[src/rtl/chc_pkg.sv]
`timescale 1ns/1ps
package chc_pkg;
  typedef enum logic [1:0] {
    CM_BYPASS = 2'd0,
    CM_REAL   = 2'd1,
    CM_CPLX   = 2'd2,
    CM_RSVD   = 2'd3
  } comb_mode_e;
endpackage

[src/rtl/chc_rst_sync.sv]
`timescale 1ns/1ps
module chc_rst_sync #(
  parameter int STAGES = 2
) (
  input  logic clk,
  input  logic rst_n,
  output logic rst_q
);
  logic [STAGES-1:0] chain_q;
  logic [STAGES-1:0] chain_d;

  always_comb begin
    chain_d = {chain_q[STAGES-2:0], 1'b1};
  end

  always_ff @(posedge clk or negedge rst_n) begin
    if (!rst_n) chain_q <= '0;
    else        chain_q <= chain_d;
  end

  assign rst_q = chain_q[STAGES-1];
endmodule

[src/rtl/chc_lane_sel.sv]
`timescale 1ns/1ps
module chc_lane_sel
  import chc_pkg::*;
#(
  parameter int NCH = 4,
  parameter int DW  = 16
) (
  input  logic [NCH*DW-1:0]    chan_i,
  input  logic [NCH*DW-1:0]    chan_q,
  input  logic [NCH-1:0]       mask,
  input  comb_mode_e           mode,
  input  logic                 lane_off,
  output logic signed [DW-1:0] opnd [NCH]
);
  localparam int HALF = NCH / 2;

  // Lowest set mask bit, isolated, for bypass routing
  logic [NCH-1:0] first_hot;
  always_comb begin
    first_hot = mask & (~mask + NCH'(1));
  end

  for (genvar k = 0; k < NCH; k++) begin : g_ch
    logic signed [DW-1:0] re_k;
    logic signed [DW-1:0] cplx_k;
    logic signed [DW-1:0] pick_k;

    assign re_k = $signed(chan_i[k*DW +: DW]);

    if (k < HALF) begin : g_re
      assign cplx_k = $signed(chan_i[k*DW +: DW]);
    end else begin : g_im
      assign cplx_k = $signed(chan_q[(k-HALF)*DW +: DW]);
    end

    always_comb begin
      pick_k = '0;
      case (mode)
        CM_BYPASS: if (first_hot[k]) pick_k = re_k;
        CM_REAL:   if (mask[k])      pick_k = re_k;
        CM_CPLX:   if (mask[k])      pick_k = cplx_k;
        default:   pick_k = '0;
      endcase
      if (lane_off) pick_k = '0;
    end

    assign opnd[k] = pick_k;
  end
endmodule

[src/rtl/chc_sum_sat.sv]
`timescale 1ns/1ps
module chc_sum_sat #(
  parameter int NCH   = 4,
  parameter int DW    = 16,
  parameter int OW    = 16,
  parameter int GUARD = 2
) (
  input  logic signed [DW-1:0] opnd [NCH],
  output logic signed [OW-1:0] sat_out
);
  localparam int SW = DW + GUARD;
  localparam int LIM = (1 << (OW-1)) - 1;
  localparam logic signed [SW-1:0] POS_LIM = SW'(LIM);
  localparam logic signed [SW-1:0] NEG_LIM = -POS_LIM;

  logic signed [SW-1:0] acc;

  always_comb begin
    acc = '0;
    for (int k = 0; k < NCH; k++) begin
      acc = acc + SW'(opnd[k]);
    end
  end

  always_comb begin
    if (acc > POS_LIM)      sat_out = POS_LIM[OW-1:0];
    else if (acc < NEG_LIM) sat_out = NEG_LIM[OW-1:0];
    else                    sat_out = acc[OW-1:0];
  end
endmodule

[src/rtl/chc_out_reg.sv]
`timescale 1ns/1ps
module chc_out_reg #(
  parameter int OW = 16
) (
  input  logic          clk,
  input  logic          rst_q,
  input  logic          load,
  input  logic [OW-1:0] d,
  output logic [OW-1:0] q
);
  logic [OW-1:0] q_nxt;

  always_comb begin
    q_nxt = load ? d : q;
  end

  always_ff @(posedge clk or negedge rst_q) begin
    if (!rst_q) q <= '0;
    else        q <= q_nxt;
  end
endmodule

[src/rtl/chc_combiner.sv]
`timescale 1ns/1ps
module chc_combiner
  import chc_pkg::*;
#(
  parameter int NCH   = 4,
  parameter int DW    = 16,
  parameter int OW    = 16,
  parameter int GUARD = 2
) (
  input  logic              clk,
  input  logic              rst_n,
  input  logic              sample_en,
  input  logic [NCH*DW-1:0] chan_i,
  input  logic [NCH*DW-1:0] chan_q,
  input  logic [1:0]        mode,
  input  logic [NCH-1:0]    mask_a,
  input  logic [NCH-1:0]    mask_b,
  input  logic              off_a,
  input  logic              off_b,
  output logic [OW-1:0]     dac_a,
  output logic [OW-1:0]     dac_b
);
  localparam int NLANE = 2;

  logic       rst_q;
  comb_mode_e mode_e;
  logic [NCH-1:0] lane_mask [NLANE];
  logic           lane_off  [NLANE];
  logic [OW-1:0]  lane_q    [NLANE];

  assign mode_e       = comb_mode_e'(mode);
  assign lane_mask[0] = mask_a;
  assign lane_mask[1] = mask_b;
  assign lane_off[0]  = off_a;
  assign lane_off[1]  = off_b;

  chc_rst_sync #(.STAGES(2)) u_rst (
    .clk   (clk),
    .rst_n (rst_n),
    .rst_q (rst_q)
  );

  for (genvar g = 0; g < NLANE; g++) begin : g_lane
    logic signed [DW-1:0] opnd [NCH];
    logic signed [OW-1:0] sat_v;

    chc_lane_sel #(.NCH(NCH), .DW(DW)) u_sel (
      .chan_i   (chan_i),
      .chan_q   (chan_q),
      .mask     (lane_mask[g]),
      .mode     (mode_e),
      .lane_off (lane_off[g]),
      .opnd     (opnd)
    );

    chc_sum_sat #(.NCH(NCH), .DW(DW), .OW(OW), .GUARD(GUARD)) u_sum (
      .opnd    (opnd),
      .sat_out (sat_v)
    );

    chc_out_reg #(.OW(OW)) u_reg (
      .clk   (clk),
      .rst_q (rst_q),
      .load  (sample_en),
      .d     (sat_v),
      .q     (lane_q[g])
    );
  end

  assign dac_a = lane_q[0];
  assign dac_b = lane_q[1];
endmodule

[config.mk]
export PLATFORM = sky130hd
export DESIGN_NAME = chc_combiner
export DESIGN_NICKNAME = d
export VERILOG_FILES = /design/src/rtl/chc_pkg.sv /design/src/rtl/chc_rst_sync.sv /design/src/rtl/chc_lane_sel.sv /design/src/rtl/chc_sum_sat.sv /design/src/rtl/chc_out_reg.sv /design/src/rtl/chc_combiner.sv
export SDC_FILE = /design/constraint.sdc
export NUM_CORES = 1
export LEC_CHECK = 0
export BUFFER_PORTS_ARGS = -buffer_cell sky130_fd_sc_hd__buf_4
export CORE_ASPECT_RATIO = 0.9
export CORE_MARGIN = 4
export CORE_UTILIZATION = 55
export DETAILED_ROUTE_END_ITERATION = 7
export PLACE_DENSITY_LB_ADDON = 0.1
export SLEW_MARGIN = 0
export SYNTH_ARGS = -nofsm -noshare
export SYNTH_HDL_FRONTEND = slang
export SYNTH_HIERARCHICAL = 1
export SYNTH_SLANG_ARGS = --single-unit
[constraint.sdc]
create_clock -name clk -period 1.5 [get_ports clk]
set_input_delay 0.075 -clock clk [delete_from_list [all_inputs] [get_ports clk]]
set_output_delay 0.075 -clock clk [all_outputs]
set_load 0.02 [all_outputs]
After elaboration in Yosys (flattened, before gate mapping)

Cells that the tools add are included.

Add/sub/neg operators: 8
Multipliers: 0
Divide/modulo/power cells: 0
$lt $le $gt $ge: 4
Equal/unequal tests: 2
Shift-type cells: 0
Muxes and demuxes: 40
Bitwise gates (word level): 4
Reductions and logical operators: 2

Operator list:

| cell                                                                            | count |
|---|---|
| 16-bit 2-to-1 mux                                                               | 32 |
| 16-bit case mux with 3 select lines                                             | 4 |
| 16-bit case mux with 2 select lines                                             | 4 |
| 17-bit by 16-bit adder with 18-bit output                                       | 2 |
| 18-bit by 16-bit adder with 18-bit output                                       | 2 |
| 18-bit by 16-bit > comparator with 1-bit output (second input constant)         | 2 |
| 18-bit by 16-bit less-than comparator with 1-bit output (second input constant) | 2 |
| 16-bit by 16-bit adder with 17-bit output                                       | 2 |
| 4-bit by 1-bit adder with 4-bit output (second input constant)                  | 2 |
| 4-bit bitwise AND                                                               | 2 |
| 4-bit inverter                                                                  | 2 |
| 2-bit by 1-bit equality test with 1-bit output (second input constant)          | 1 |
| 2-bit equality test (second input constant)                                     | 1 |
| 2-bit zero test                                                                 | 1 |
| 2-bit OR reduction                                                              | 1 |

Bits in registers: 34
Bits in latches: 0
Bits in writable memories: 0
Memory bits (read-only): 0
Output and inout bits: 32
Logic and storage cells: 63
Memories kept: 0

Longest topological paths before layout

Depth after elaboration: 12
Depth in mapped cells: 23
Depth with buffers taken out: 21

Modules after synthesis

Netlist, hierarchy kept.

By module, submodules not included:

| module                        | instances | cells each | area each (µm²) |
|---|---|---|---|
| chc_sum_sat (g_lane[1].u_sum) | 1         | 308        | 2367.3 |
| chc_lane_sel                  | 2         | 185        | 1167.4 |
| chc_sum_sat (g_lane[0].u_sum) | 1         | 318        | 2318.5 |
| chc_out_reg                   | 2         | 34         | 649.4 |
| chc_rst_sync                  | 1         | 3          | 53.8 |

Worst setup path after synthesis

Ideal clock, no wire load.

Path type: input to register
Start: input port mode[0]
End: register g_lane[0].u_reg.q[0]
Setup time: 0.125 ns
Arrival time: 4.981 ns
Required time: 1.375 ns
Path slack: -3.606 ns
Cell stages on the path: 22
Cells stage by stage: inv_1 > ha_1 > or4b_1 > buf_6 > a211oi_1 > inv_1 > fa_1 > inv_1 > fa_1 > ha_1 > inv_1 > fa_1 > nand2b_1 > a211o_1 > a21oi_4 > a21oi_2 > or3_4 > nand3_4 > inv_2 > or4_1 > o41a_1 > mux2_2

RTL lines:

| what                   | RTL line           | text |
|---|---|---|
| start: declaration     | chc_combiner.sv:15 | `input logic [1:0] mode,` |
| end signal: assignment | chc_out_reg.sv:19  | `else q <= q_nxt;` |
| end: declaration       | chc_out_reg.sv:9   | `output logic [OW-1:0] q` |

==> run_results.csv <==
group,metric,value,unit
status,status,"finished, violations left",
status,violations,"setup timing",
synth,synth_top_area_share,15.8,%
sta,fin_worst_skew,6.47,ps
die,dieWidth,138,um
power_and_ir_drop,peakVddDrop,0.000894,V
grt,gr-usage-all-layers,32.2,%
clock_network,root_buffer,"clkbuf_16",
die,core,0.0148,mm2
sta,fin_crit_sh,320,%
clock_network,insertion_delay,280,ps
synth,synth-edff-count,0,
sta,rsz0062_at_grt,"yes",
synth,synth.area.top_cells,"fa_1 (16%), a21oi_1 (11%), inv_1 (10%), dfrtp_1 (10%), a211oi_1 (7.2%)",
clock_network,htree_levels,2,
detailed_routing,vias,9621,
detailed_routing,drtPass1Iterations,6,
layout,fillers,884,
sta,tightest_slew,568,ps
synth,synth_area_leader_cell,"fa_1",
hold_path,hold_path.class,"in2async",
die,dieHeight,125,um
detailed_routing,routed_wl,30.3,mm
die,ios,175,
setup_path,startpoint_type,"primary input",
job,max-cap-violations,0,
clock_network,cts_sinks,34,
synth,yosysUniqueCellTypes,80,
detailed_routing,ant_nets,0,
grt,grt_pass1_wl,46.9,mm
setup_path,worstSetupPathType,"in2reg",
layout,register_area,851,um2
sta,timing.final.ws_setup,-3300,ps
placed_design,dp.final_hpwl,22.0,mm
placed_design,numPortBuffers,142,
sta,setup_violations,32,
detailed_routing,viasPerCell,5.94,
grt,grt_pass1_vias,9639,
synth,ys_top_cells_by_count,"inv_1 (233), a21oi_1 (182), a211oi_1 (80), fa_1 (66), ha_1 (42)",
clock_network,clkTransAtPathRegs,60,ps
power_and_ir_drop,powerDensity,583,mW/mm2
synth,avgSynthCellArea,7.85,um2
synth,synth_most_common_cell,"inv_1",
synth,dominantRegCellSynth,"dfrtp_1",
placed_design,place_ws,-3640,ps
detailed_routing,drc,0,
sta,max_freq,208,MHz
clock_network,cts_tree,"built",
power_and_ir_drop,p_leak,5.62,nW
synth,synthesis.nets,1318,
sta,maxSlewViolCount,0,
grt,globalRouteOverflowTotal,0,
synth,ys_warn_count,6,
layout,drive_gt1_share,42.8,%
setup_path,cp-end-kind,"flip-flop",
die,start_util,56.5,%
setup_path,required,1670,ps
synth,synthCells,1067,
clock_network,clockBufferDepth,2,
setup_path,path_max_fanout,4,
sta,finalCriticalPeriod,4800,ps
synth,yosysSeqAreaShare,10.2,%
clock_network,cts_buffers,5,
layout,nets,1672,
sta,hold_viol_final,0,
synth,ys_ff_latch,34,
die,die_area,0.0173,mm2
synth,syn_area,0.00837,mm2
detailed_routing,routedWlPerCell,18.7,um
synth,synthArstFlopShare,100,%
placed_design,gp_congestion,0.966,
detailed_routing,first_iter_violations,835,
setup_path,rrSetupSlack,680,ps
layout,diodes,0,
layout,area_growth_syn_to_layout,49.7,%
layout,multi_input_area,0.00688,mm2
sta,max_slew_margin,62.1,%
grt,grt_max_degree,33,
setup_path,cp.arrival,4970,ps
die,num_rows,42,
sta,hold_ws,127,ps
grt,antenna_found_initial,0,
-- per-layer routing --
metal	track usage [%]	wire, um
met1	41.6	12200
met2	55.7	14800
met3	5.46	2240
met4	9.47	1100
met5	0	0
-- final timing paths --
check | end | cells past startpoint | start
max in group asynchronous | g_lane[0].u_reg/q[1] | 1 | u_rst/chain_q[1]
worst max register to register | g_lane[0].u_reg/q[0] | 1 | g_lane[0].u_reg/q[0]
worst min-delay path | u_rst/chain_q[0] | 2 | rst_n
min in group clk | g_lane[0].u_reg/q[0] | 2 | sample_en
worst max-delay path | g_lane[0].u_reg/q[0] | 22 | mode[1]
worst min register to register | g_lane[0].u_reg/q[10] | 1 | u_rst/chain_q[1]
-- per-stage QoR --
| stage | TNS [ps] | utilization [%] | cells | cell area (um2) | power [mW] |
|---|---|---|---|---|---|
| floorplan | -95720 | - | 1067 | 8600 | 3.67 |
| global placement | -109460 | 77.1 | 1578 | 11400 | 5.36 |
| detailed placement | -111350 | 77.1 | 1578 | 11400 | 5.46 |
| CTS | -97760 | 82.4 | 1604 | 12200 | 6.96 |
| global route | -105180 | 84.6 | 1619 | 12500 | 7.68 |
| finish | -100070 | 84.6 | 1619 | 12500 | 7.31 |
-- placed cells by master, fill, tap and decap left out, types with 6 or more instances in the layout --
cell type / n
buf_4: 385
inv_1: 226
a21oi_1: 162
a211oi_1: 62
fa_1: 60
a211oi_2: 38
dfrtp_1: 34
nor3b_1: 34
nor2_1: 30
ha_1: 26
mux2_4: 25
a21oi_2: 19
nand2_1: 18
buf_6: 15
o21ai_0: 15
buf_12: 14
a21o_1: 14
ha_4: 13
o21ai_1: 12
xor2_1: 11
o211ai_1: 10
mux2_2: 8
nand3_1: 8
nor3_1: 8
clkbuf_16: 7
nand2b_1: 7
o21a_1: 7
or3b_1: 6
a211o_1: 6
fa_2: 6
-- power by group --
part           switching (mW)  internal [mW]  leakage, nW
Combinational            2.38           2.35         5.12
Sequential              0.193           1.19        0.423
Clock                   0.375          0.819       0.0829
-- sequential cells by signal, indices dropped and copies added, names as in the netlist --
name,cells
u_rst/chain_q,2
g_lane.u_reg/q,32
-- timing repair --
item | in CTS | in global routing
cloned | 3 | 2
endpoints found under the hold margin | 2 | 0
pin swaps | 45 | 27
setup buffers | 15 | 15
hold buffers | 1 | 0
setup endpoints to repair | 32 | 32
resized for setup | 87 | 41
-- area by class of cell --
cell class	instances	share of cell area, %
sequential	34	6.79
inverter	234	7.29
clock buffer	6	1.11
tap	198	1.98
multi-input combinational	725	54.9
clock inverter	1	0.240
timing repair buffer	421	27.8
-- cells by family (layout without fill, tap and decap cells) --
family / after synthesis / after routing / synth area share (%)
xor+xnor: 21 / 21 / 2.20
compound gates: 402 / 402 / 32.6
other cells: 1 / 1 / 0.0448
flops: 34 / 34 / 10.2
mux: 36 / 36 / 5.69
fa+ha+maj: 108 / 108 / 22.1
buf+inv: 309 / 662 / 15.5
simple gates: 156 / 157 / 11.7
-- worst max-delay path: stages --
cell	delay [ps]
buf_12	120
inv_12	50
ha_4	130
or4b_4	510
a211oi_2	200
inv_1	90
fa_1	510
inv_2	40
fa_1	490
ha_2	190
inv_2	40
fa_2	370
nand2b_4	170
a211o_4	350
a21oi_4	180
a21oi_2	100
or3_4	340
nand3_4	80
inv_2	50
or4_4	470
o41a_1	140
mux2_4	270
No activity file was read; power rests on OpenSTA's default activity.
